File: config.mk
export PLATFORM = sky130hd
export DESIGN_NAME = rchg_monitor
export DESIGN_NICKNAME = d
export VERILOG_FILES = /design/src/rtl/rchg_pkg.sv /design/src/rtl/rchg_rst_sync.sv /design/src/rtl/rchg_hist_shift.sv /design/src/rtl/rchg_interval_cnt.sv /design/src/rtl/rchg_peak_track.sv /design/src/rtl/rchg_monitor.sv
export SDC_FILE = /design/constraint.sdc
export NUM_CORES = 1
export LEC_CHECK = 0
export BUFFER_PORTS_ARGS = -buffer_cell sky130_fd_sc_hd__buf_2
export CORE_UTILIZATION = 40
export CTS_CLUSTER_DIAMETER = 150
export DETAILED_ROUTE_END_ITERATION = 8
export PLACE_DENSITY = 0.64
export SLEW_MARGIN = 20
export SYNTH_ARGS = -nofsm -noshare
export SYNTH_HDL_FRONTEND = slang
export SYNTH_SLANG_ARGS = --single-unit
export TNS_END_PERCENT = 30
File: constraint.sdc
create_clock -name clk -period 2.4 [get_ports clk]
set_input_delay 0.12 -clock clk [delete_from_list [all_inputs] [get_ports clk]]
set_output_delay 0.12 -clock clk [all_outputs]
set_load 0.02 [all_outputs]
File: src/rtl/rchg_pkg.sv
package rchg_pkg;
  localparam int unsigned RCHG_HIST_W_DEF = 4;
  localparam int unsigned RCHG_CNT_W_DEF  = 16;
endpackage

File: src/rtl/rchg_rst_sync.sv
module rchg_rst_sync (
  input  logic clk,
  input  logic rst_n,
  output logic rst_sync_n
);
  logic [1:0] sync_q;

  always_ff @(posedge clk or negedge rst_n) begin
    if (!rst_n) sync_q <= 2'b00;
    else        sync_q <= {sync_q[0], 1'b1};
  end

  assign rst_sync_n = sync_q[1];
endmodule

File: src/rtl/rchg_hist_shift.sv
module rchg_hist_shift #(
  parameter int unsigned HIST_W = rchg_pkg::RCHG_HIST_W_DEF
) (
  input  logic              clk,
  input  logic              rst_n,
  input  logic              start_i,
  input  logic              ok_i,
  output logic [HIST_W-1:0] hist_o
);
  logic [HIST_W-1:0] hist_q;
  logic [HIST_W-1:0] hist_d;

  // Each history bit takes its lower neighbour (bit 0 takes the sample) on a start.
  for (genvar i = 0; i < HIST_W; i++) begin : g_bit
    logic shift_in;
    if (i == 0) begin : g_lsb
      assign shift_in = ok_i;
    end else begin : g_upper
      assign shift_in = hist_q[i-1];
    end
    always_comb begin
      hist_d[i] = hist_q[i];
      if (start_i) hist_d[i] = shift_in;
    end
  end

  always_ff @(posedge clk or negedge rst_n) begin
    if (!rst_n)       hist_q <= '0;
    else if (start_i) hist_q <= hist_d;
  end

  assign hist_o = hist_q;

  assert_hist_hold_R3: assert property (@(posedge clk) disable iff (!rst_n)
    !start_i |=> $stable(hist_o));
  assert_hist_newest_R2: assert property (@(posedge clk) disable iff (!rst_n)
    start_i |=> (hist_o[0] == $past(ok_i)));
endmodule

File: src/rtl/rchg_interval_cnt.sv
module rchg_interval_cnt #(
  parameter int unsigned CNT_W = rchg_pkg::RCHG_CNT_W_DEF
) (
  input  logic             clk,
  input  logic             rst_n,
  input  logic             tick_i,
  input  logic             start_i,
  input  logic             clr_i,
  output logic [CNT_W-1:0] cnt_o,
  output logic             armed_o
);
  localparam logic [CNT_W-1:0] CNT_MAX = {CNT_W{1'b1}};

  logic [CNT_W-1:0] cnt_q, cnt_d;
  logic             armed_q, armed_d;
  logic             cnt_en;

  always_comb begin
    cnt_d = cnt_q;
    if (start_i)                        cnt_d = '0;
    else if (tick_i && cnt_q != CNT_MAX) cnt_d = cnt_q + CNT_W'(1);
  end

  assign cnt_en = start_i | tick_i;

  always_comb begin
    armed_d = armed_q;
    if (start_i)    armed_d = 1'b1;
    else if (clr_i) armed_d = 1'b0;
  end

  always_ff @(posedge clk or negedge rst_n) begin
    if (!rst_n)      cnt_q <= '0;
    else if (cnt_en) cnt_q <= cnt_d;
  end

  always_ff @(posedge clk or negedge rst_n) begin
    if (!rst_n) armed_q <= 1'b0;
    else        armed_q <= armed_d;
  end

  assign cnt_o   = cnt_q;
  assign armed_o = armed_q;

  assert_cnt_restart_R4: assert property (@(posedge clk) disable iff (!rst_n)
    start_i |=> (cnt_o == '0));
  assert_cnt_saturate_R9: assert property (@(posedge clk) disable iff (!rst_n)
    (cnt_o == CNT_MAX && !start_i) |=> (cnt_o == CNT_MAX));
  assert_cnt_idle_R4: assert property (@(posedge clk) disable iff (!rst_n)
    (!start_i && !tick_i) |=> $stable(cnt_o));
endmodule

File: src/rtl/rchg_peak_track.sv
module rchg_peak_track #(
  parameter int unsigned CNT_W = rchg_pkg::RCHG_CNT_W_DEF
) (
  input  logic             clk,
  input  logic             rst_n,
  input  logic             start_i,
  input  logic             ok_i,
  input  logic             clr_i,
  input  logic             armed_i,
  input  logic [CNT_W-1:0] interval_i,
  output logic [CNT_W-1:0] peak_o
);
  logic [CNT_W-1:0] peak_q, peak_d;
  logic             take;
  logic             peak_en;

  assign take    = start_i & armed_i & ok_i & (interval_i > peak_q);
  assign peak_en = clr_i | take;

  always_comb begin
    peak_d = peak_q;
    if (clr_i)     peak_d = '0;
    else if (take) peak_d = interval_i;
  end

  always_ff @(posedge clk or negedge rst_n) begin
    if (!rst_n)       peak_q <= '0;
    else if (peak_en) peak_q <= peak_d;
  end

  assign peak_o = peak_q;

  assert_peak_clear_R8: assert property (@(posedge clk) disable iff (!rst_n)
    clr_i |=> (peak_o == '0));
  assert_peak_monotonic_R5: assert property (@(posedge clk) disable iff (!rst_n)
    !clr_i |=> (peak_o >= $past(peak_o)));
  assert_peak_low_hold_R6: assert property (@(posedge clk) disable iff (!rst_n)
    (start_i && !ok_i && !clr_i) |=> $stable(peak_o));
  assert_peak_unarmed_R7: assert property (@(posedge clk) disable iff (!rst_n)
    (start_i && !armed_i && !clr_i) |=> $stable(peak_o));
  assert_peak_quiet_R5: assert property (@(posedge clk) disable iff (!rst_n)
    (!start_i && !clr_i) |=> $stable(peak_o));
endmodule

File: src/rtl/rchg_monitor.sv
module rchg_monitor #(
  parameter int unsigned HIST_W = rchg_pkg::RCHG_HIST_W_DEF,
  parameter int unsigned CNT_W  = rchg_pkg::RCHG_CNT_W_DEF
) (
  input  logic              clk,
  input  logic              rst_n,
  input  logic              lf_tick,
  input  logic              rchg_start,
  input  logic              vdd_ok,
  input  logic              stat_wr,
  output logic [HIST_W-1:0] hist_o,
  output logic [CNT_W-1:0]  peak_o
);
  logic             rst_sync_n;
  logic [CNT_W-1:0] interval;
  logic             armed;

  rchg_rst_sync u_rst (
    .clk        (clk),
    .rst_n      (rst_n),
    .rst_sync_n (rst_sync_n)
  );

  rchg_hist_shift #(.HIST_W(HIST_W)) u_hist (
    .clk     (clk),
    .rst_n   (rst_sync_n),
    .start_i (rchg_start),
    .ok_i    (vdd_ok),
    .hist_o  (hist_o)
  );

  rchg_interval_cnt #(.CNT_W(CNT_W)) u_cnt (
    .clk     (clk),
    .rst_n   (rst_sync_n),
    .tick_i  (lf_tick),
    .start_i (rchg_start),
    .clr_i   (stat_wr),
    .cnt_o   (interval),
    .armed_o (armed)
  );

  rchg_peak_track #(.CNT_W(CNT_W)) u_peak (
    .clk        (clk),
    .rst_n      (rst_sync_n),
    .start_i    (rchg_start),
    .ok_i       (vdd_ok),
    .clr_i      (stat_wr),
    .armed_i    (armed),
    .interval_i (interval),
    .peak_o     (peak_o)
  );

  assert_reset_state_R1: assert property (@(posedge clk)
    !rst_sync_n |=> (hist_o == '0 && peak_o == '0));
endmodule

==> run summary, run 1 <==
vias in the first global route: 1,654
DRC viols: 0
Worst setup SP type: flop
ys flop type: dfrtp_1
Starting Density: 0.428
ANT nets after route: 0
reg2reg start: u_cnt.cnt_o[14]
DRT Pass-1 Iters: 4
post-detail-place hpwl: 3.55 mm
row cnt: 26
Final Wtd Congestion: 0.811
WP data required: 2.62 ns
WL final: 4.73 mm
Synth Net Count: 252
Seq/Total Area, Yosys: 0.433
I/O Pins: 26
mean post-synth cell area: 9.85 um^2
slew margin rel.: 0.404
initial DRC count: 104
layout cells sized above 1: 0.234
Num CTS Buffers: 5
first-pass GRT wire length: 8.00 mm
setup_tns: 0 ns
Peak VDD IR: 226 uV
pre-CTS setup slack: 0.103 ns
most frequent cells after synthesis: dfrtp_1 (39), nand2_1 (39), inv_1 (18), mux2i_1 (18), nor2_1 (18)
Crit Path Max Fanout: 5
buffers added on ports: 25
min-delay worst type: in -> reg
clk sink count: 39
final cell count without fillers: 343
pin count of the biggest net entering global routing: 38
area grow syn2layout: 18.9%
core area: 5270 um^2
chip width: 77.1 um
setup violators final: 0
vias post-DR: 1,697
die height: 77.1 um
number of enable flip-flop cells after synthesis: 0
Inst Count DP: 333
leak pwr: 1.20 nW
synth warn: 0
Worst-Margin Slew: 0.893 ns
final worst setup slack: 0.119 ns
Post-Synthesis Cells: 229
vias per inst: 4.95
post-synthesis cell area: 2250 um^2
max-cap violations: 0
wire per inst: 13.8 um
Power Dens Cells: 468 nW/um^2
clock buffer depth: 2
dominant cells by area after synthesis: dfrtp_1 (43%), ha_1 (9.4%), mux2i_1 (8.0%)
flops & latches, synth: 39
Total GRT Usage: 0.176
period utilization: 0.950
cell accounting for the most synthesized area: dfrtp_1
endpoints failing hold: 0
fin nets: 295
Critical Path Source: u_cnt.cnt_o[14]
Period minus WS final: 2.28 ns
CTS tree: yes
Worst setup EP type: flop
total power: 1.25 mW
clock skew: 0.00656 ns
arrival time at the worst endpoint: 2.50 ns
Diodes inserted: 0
Reg clk slew, reported paths: 0.08 ns
Clock Latency Late Sink: 0.30 ns
WS Path Type: reg -> reg
Worst Hold Launch: vdd_ok
Root Driver: clkbuf_8
die area: 5940 um^2
CTS H-Tree Depth: 2
Synth top area share: 0.433
outcome: finished clean
grt ovf: 0
Fmax: 438 MHz
pins over their slew limit: 0
antenna violations before repair: 0
Yosys cell types: 40
Post-synth ARST share: 1.00
logic make-up after synthesis:
| kind of cell | after synthesis | synth area share |
|---|---|---|
| simple gates | 90 | 0.200 |
| flops | 39 | 0.433 |
| compound gates | 26 | 0.0877 |
| buf+inv | 25 | 0.0488 |
| mux | 22 | 0.0999 |
| fa+ha+maj | 17 | 0.0943 |
| xor+xnor | 9 | 0.0350 |
| other cells | 1 | 0.00166 |
where the power goes:
group          total (mW)  internal [mW]  switching [mW]  leakage (nW)
clock network       0.447          0.203           0.244        0.0412
registers           0.688          0.675          0.0130         0.527
logic               0.120         0.0480          0.0720         0.635
total                1.25          0.926           0.329          1.20
final timing paths:
check                      slack, ns  cells after the start           endpoint
min                             0.08                      2   u_hist.hist_o[0]
min reg2reg                     0.30                      1   u_hist.hist_o[1]
min in group asynchronous       0.13                      2    u_rst.sync_q[1]
max                             0.12                      7  u_peak.peak_o[14]
max in group asynchronous       1.77                      1    u_cnt.cnt_o[11]
max reg2reg                     0.12                      7  u_peak.peak_o[14]
placed cells by master (no fill, tap or decap), drive strengths merged, types with 4 or more instances in the layout:
cell type	instances
xnor2	6
buf	42
mux2i	18
nand2	40
mux2	4
nor3	4
dfrtp	39
clkbuf	6
nand3	4
a21oi	10
ha	17
nand4	5
inv	18
nor2	18
o21ai	5
timing repair:
item / in CTS / in global routing
endpoints found under the setup margin: 0 / 11
hold buffers: 1 / 0
hold endpoints to repair: 2 / 0
setup buffers: 0 / 1
gates resized for setup: 0 / 3
metal layers:
metal,wire (um),global-route usage,share of wire,up-vias
li1,-,-,-,863
met1,2480,0.245,0.52,799
met2,2070,0.265,0.44,31
met3,118,0.0357,0.025,4
met4,65,0.0698,0.014,0
met5,0,0,0,-
worst max-delay path: stages, from the launching register on:
cell and delay [ns]:
dfrtp_1 0.42, ha_1 0.36, nand4_4 0.14, nor4_4 0.33, a21bo_2 0.28, a31oi_4 0.27
buf_4 0.21, mux2i_1 0.19
metrics by stage:
step / area, um^2 / hold slack, ns / utilization
5_1_grt: 2680 / 0.0847 / 0.509
6_report: 2680 / 0.0823 / 0.509
2_1_floorplan: 2250 / -0.176 / -
3_3_place_gp: 2560 / -0.0935 / 0.485
4_1_cts: 2650 / 0.0802 / 0.503
3_5_place_dp: 2560 / -0.0927 / 0.485
registers in the layout, indices dropped and copies added (netlist names):
signal / flops
u_rst.sync_q: 2
u_peak.peak_o: 16
u_cnt.armed_o: 1
u_cnt.cnt_o: 16
u_hist.hist_o: 4
final cells by class:
class,instances,area [um^2]
Multi-Input combinational cell,165,1190
Inverter,18,67.6
Timing Repair Buffer,43,275
Clock inverter,2,12.5
Fill cell,518,2590
Sequential cell,39,976
Clock buffer,6,72.6
Tap cell,70,87.6
(Power assumes the default switching activity.)
==> run 2: changes to the inputs <==
==> constraint.sdc (replaced) <==
create_clock -name clk -period 2.4 [get_ports clk]
set_input_delay 0.6 -clock clk [delete_from_list [all_inputs] [get_ports clk]]
set_output_delay 0.6 -clock clk [all_outputs]
set_load 0.02 [all_outputs]
==> run 2 against run 1 <==
  * First-iteration DRC count down 41%
  * Power increased by 16%
  * Wire length shrank 3.8%
  * Critical endpoint is now u_peak.peak_o[11]
  * Largest cell class unchanged
  * Largest power group unchanged
==> run summary, run 2 (same netlist as run 1, synthesis figures left out) <==
CTS H-Tree Depth: 2 (unchanged)
WL final: 4.55 mm (was 4.73 mm)
WP data required: 2.61 ns (was 2.62 ns)
arrival time at the worst endpoint: 2.42 ns (was 2.50 ns)
Peak VDD IR: 265 uV (was 226 uV)
slowest CP cell: dfrtp_1 (unchanged)
CP max stage delay: 0.36 ns (was 0.42 ns)
period utilization: 0.919 (was 0.950)
clock buffer depth: 2 (unchanged)
initial DRC count: 61 (was 104)
RSZ-0062 raised after global routing: false
min-delay worst type: in -> async (was in -> reg)
vias in the first global route: 1,688 (was 1,654)
first-pass GRT wire length: 7.84 mm (was 8.00 mm)
wire per inst: 13.3 um (was 13.8 um)
core area: 5270 um^2 (unchanged)
pre-CTS setup slack: 0.197 ns (was 0.103 ns)
grt ovf: 0 (unchanged)
critical path cell sequence: inv_1 > ha_1 > nand4_2 > nor4_2 > a21bo_2 > a31oi_4 > buf_4 > mux2i_1 (was ha_1 > nand4_4 > nor4_4 > a21bo_2 > a31oi_4 > buf_4 > mux2i_1)
pin count of the biggest net entering global routing: 38 (unchanged)
post-CTS setup buffers: 0 (unchanged)
setup_tns: 0 ns (unchanged)
WS Path Type: reg -> reg (unchanged)
Period minus WS final: 2.20 ns (was 2.28 ns)
die area: 5940 um^2 (unchanged)
ANT nets after route: 0 (unchanged)
Placed Area: 2540 um^2 (was 2560 um^2)
CTS tree: yes (unchanged)
Total GRT Usage: 0.168 (was 0.176)
fin area: 2680 um^2 (about the same)
Clock Latency Late Sink: 0.29 ns (was 0.30 ns)
cts repair resizes: 0 (unchanged)
clock skew: 0.00692 ns (was 0.00656 ns)
vias per inst: 5.10 (was 4.95)
Worst setup EP type: flop (unchanged)
max-cap violations: 0 (unchanged)
WP buf/inv: 2 (was 1)
fin nets: 293 (was 295)
Power Dens Cells: 543 nW/um^2 (was 468 nW/um^2)
final cell count without fillers: 341 (was 343)
Num CTS Buffers: 5 (unchanged)
Starting Density: 0.428 (unchanged)
chip width: 77.1 um (unchanged)
area grow syn2layout: 18.8% (was 18.9%)
die height: 77.1 um (unchanged)
final worst setup slack: 0.195 ns (was 0.119 ns)
worst hold slack: 0.0794 ns (was 0.0823 ns)
DRC viols: 0 (unchanged)
row cnt: 26 (unchanged)
Root Driver: clkbuf_8 (unchanged)
vias post-DR: 1,740 (was 1,697)
endpoints failing hold: 0 (unchanged)
pins over their slew limit: 0 (unchanged)
Diodes inserted: 0 (unchanged)
total power: 1.45 mW (was 1.25 mW)
final core utilization: 0.508 (was 0.509)
Post-CTS Hold Buffers: 0 (was 1)
post-detail-place hpwl: 3.39 mm (was 3.55 mm)
layout cells sized above 1: 0.229 (was 0.234)
I/O Pins: 26 (unchanged)
leak pwr: 1.20 nW (about the same)
most frequent cells in the layout: nand2_1 (39), dfrtp_1 (39), buf_2 (25) (unchanged)
Fmax: 454 MHz (was 438 MHz)
Worst setup SP type: flop (unchanged)
antenna violations before repair: 0 (unchanged)
DRT Pass-1 Iters: 4 (unchanged)
outcome: finished clean (unchanged)
Inst Count DP: 333 (unchanged)
buffers added on ports: 25 (unchanged)
Final Wtd Congestion: 0.844 (was 0.811)
clk sink count: 39 (unchanged)
Reg clk slew, reported paths: 0.08 ns (about the same)
setup violators final: 0 (unchanged)
Crit Path Max Fanout: 9 (was 5)
Crit path max-delay family: simple AND/OR/NAND/NOR gates (was compound AO/OA/AOI/OAI gates)
==> run 2: final timing paths <==
check,start,endpoint,cells after the start,slack [ns]
worst max-delay path,u_peak.peak_o[15],u_peak.peak_o[11],8,0.20
min in group clk,u_rst.sync_q[0],u_rst.sync_q[1],0,0.36
worst max register to register,u_peak.peak_o[15],u_peak.peak_o[11],8,0.20
worst min register to register,u_rst.sync_q[1],u_cnt.cnt_o[1],1,0.29
worst min-delay path,rst_n,u_rst.sync_q[0],1,0.08
max in group asynchronous,u_rst.sync_q[1],u_cnt.cnt_o[11],1,1.77
==> run 2: worst register-to-register path: cells and delay by family, from the launching register on <==
family / cells / cell delay [ns]
muxes: 1 / 0.21
DFF: 1 / 0.36
adders and majority gates: 1 / 0.34
and+or+nand+nor: 2 / 0.51
buffers and inverters: 2 / 0.28
AOI/OAI and AO/OA: 2 / 0.42
==> run 2: final cells by class <==
class | count | area, um^2
Inverter | 18 | 67.6
Timing Repair Buffer | 41 | 245
Fill cell | 516 | 2590
Multi-Input combinational cell | 165 | 1170
Tap cell | 70 | 87.6
Clock buffer | 6 | 72.6
Clock inverter | 2 | 60.1
Sequential cell | 39 | 976
==> run 2: routing by layer <==
| layer | part of all wire | track usage |
|---|---|---|
| met2 | 0.45 | 0.255 |
| met4 | 0.024 | 0.0755 |
| met3 | 0.038 | 0.0345 |
| met5 | 0 | 0 |
| met1 | 0.49 | 0.230 |
==> run 2: where the power goes <==
part | internal (mW) | switching, mW | leakage, nW
Sequential | 0.675 | 0.0122 | 0.527
Combinational | 0.0469 | 0.0715 | 0.613
Clock | 0.416 | 0.233 | 0.0654
==> run 3: changes to the inputs <==
--- a/config.mk
+++ b/config.mk
@@ -9,6 +9,7 @@
 export CORE_UTILIZATION = 40
 export CTS_CLUSTER_DIAMETER = 150
 export DETAILED_ROUTE_END_ITERATION = 8
+export MAX_ROUTING_LAYER = met4
 export PLACE_DENSITY = 0.64
 export SLEW_MARGIN = 20
 export SYNTH_ARGS = -nofsm -noshare
==> run 3 against run 2 <==
  * Fmax up 0.34%
  * Cell count unchanged
  * Sequential power about the same
  * Combinational power about the same
  * Sequential share of layout area unchanged
  * First-iteration DRC count up 16%
  * Clock skew down 0.00079 ns
  * Largest cell class unchanged
  * Register-to-register slack about the same
  * Highest routed layer unchanged
  * Global-route usage up 0.56 points
  * Non-clock buffer count unchanged
  * Worst setup slack better by 0.0075 ns
  * Largest power group unchanged
  * Hold slack about the same
==> run summary, run 3 (same netlist as run 1, synthesis figures left out) <==
most frequent cells in the layout: nand2_1 (39), dfrtp_1 (39), buf_2 (25) (unchanged)
antenna violations before repair: 0 (unchanged)
clock skew: 0.00613 ns (was 0.00692 ns)
setup_tns: 0 ns (unchanged)
post-CTS setup buffers: 0 (unchanged)
Fmax: 455 MHz (was 454 MHz)
WP buf/inv: 2 (unchanged)
WS Path Type: reg -> reg (unchanged)
Crit path max-delay family: simple AND/OR/NAND/NOR gates (unchanged)
arrival time at the worst endpoint: 2.41 ns (was 2.42 ns)
Critical Path Stages: 8 (unchanged)
fin area: 2680 um^2 (unchanged)
initial DRC count: 71 (was 61)
slowest CP cell: dfrtp_1 (unchanged)
final core utilization: 0.508 (unchanged)
clk sink count: 39 (unchanged)
fin nets: 293 (unchanged)
Reg clk slew, reported paths: 0.08 ns (about the same)
DRC viols: 0 (unchanged)
Final Wtd Congestion: 0.857 (was 0.844)
post-detail-place hpwl: 3.39 mm (unchanged)
RSZ-0062 raised after global routing: false (unchanged)
Worst setup EP type: flop (unchanged)
row cnt: 26 (unchanged)
Worst setup SP type: flop (unchanged)
pre-CTS setup slack: 0.197 ns (unchanged)
r2r worst-path depth: 8 (unchanged)
die height: 77.1 um (unchanged)
CTS tree: yes (unchanged)
first-pass GRT wire length: 7.86 mm (was 7.84 mm)
pins over their slew limit: 0 (unchanged)
outcome: finished clean (unchanged)
cts repair resizes: 0 (unchanged)
CP max stage delay: 0.36 ns (about the same)
die area: 5940 um^2 (unchanged)
min-delay worst type: in -> async (unchanged)
Crit Path Max Fanout: 9 (unchanged)
chip width: 77.1 um (unchanged)
WP data required: 2.61 ns (about the same)
Diodes inserted: 0 (unchanged)
Root Driver: clkbuf_8 (unchanged)
vias in the first global route: 1,684 (was 1,688)
vias per inst: 5.15 (was 5.10)
core area: 5270 um^2 (unchanged)
buffers added on ports: 25 (unchanged)
area grow syn2layout: 18.8% (unchanged)
Filler Cells Inserted: 516 (unchanged)
Placed Area: 2540 um^2 (unchanged)
Power Dens Cells: 543 nW/um^2 (about the same)
DRT Pass-1 Iters: 5 (was 4)
Peak VDD IR: 265 uV (about the same)
total power: 1.46 mW (was 1.45 mW)
Period minus WS final: 2.20 ns (about the same)
vias post-DR: 1,756 (was 1,740)
Post-CTS Hold Buffers: 0 (unchanged)
Clock Latency Late Sink: 0.29 ns (about the same)
Total GRT Usage: 0.174 (was 0.168)
final worst setup slack: 0.203 ns (was 0.195 ns)
WL final: 4.57 mm (was 4.55 mm)
ANT nets after route: 0 (unchanged)
critical path cell sequence: inv_1 > ha_1 > nand4_2 > nor4_2 > a21bo_2 > a31oi_4 > buf_4 > mux2i_1 (unchanged)
max-cap violations: 0 (unchanged)
grt ovf: 0 (unchanged)
Starting Density: 0.428 (unchanged)
period utilization: 0.916 (was 0.919)
wire per inst: 13.4 um (was 13.3 um)
pin count of the biggest net entering global routing: 38 (unchanged)
Num CTS Buffers: 5 (unchanged)
CTS H-Tree Depth: 2 (unchanged)
I/O Pins: 26 (unchanged)
endpoints failing hold: 0 (unchanged)
leak pwr: 1.20 nW (unchanged)
setup violators final: 0 (unchanged)
clock buffer depth: 2 (unchanged)
layout cells sized above 1: 0.229 (unchanged)
run 3: cell counts in the layout (fill, tap and decap cells not counted):
Identical to the previous run, type by type.
run 3: stage by stage:
stage | hold WS [ns] | std cells
CTS | 0.0723 | 341
detailed placement | 0.312 | 333
floorplan | 0.304 | 229
global route | 0.0685 | 341
global placement | 0.310 | 333
finish | 0.0793 | 341
run 3: cell type report:
cell class              instances  area, um^2  area share
clock buffers                   6        72.6      0.0271
clock inverters                 2        60.1      0.0224
inverters                      18        67.6      0.0252
multi-input cells             165        1170       0.436
flip-flops and latches         39         976       0.364
well taps                      70        87.6      0.0327
repair buffers                 41         245      0.0916
run 3: layer usage:
| metal | vias to the layer above | routed length [um] | global-route usage |
|---|---|---|---|
| li1 | 866 | - | - |
| met1 | 837 | 2290 | 0.234 |
| met2 | 43 | 2030 | 0.254 |
| met3 | 10 | 144 | 0.0345 |
| met4 | 0 | 110 | 0.0755 |
| met5 | - | 0 | - |
run 3: power by group:
group          switching, mW  internal, mW  total [mW]
logic                 0.0716        0.0469       0.119
registers             0.0123         0.675       0.687
clock network          0.234         0.416       0.649
total                  0.317          1.14        1.46
run 3: final timing paths:
path	startpoint	to	slack (ns)
max	u_peak.peak_o[15]	u_peak.peak_o[11]	0.20
min	rst_n	u_rst.sync_q[0]	0.08
max reg2reg	u_peak.peak_o[15]	u_peak.peak_o[11]	0.20
min reg2reg	u_rst.sync_q[1]	u_cnt.cnt_o[1]	0.29
max in group asynchronous	u_rst.sync_q[1]	u_cnt.cnt_o[11]	1.77
min in group clk	u_rst.sync_q[0]	u_rst.sync_q[1]	0.36
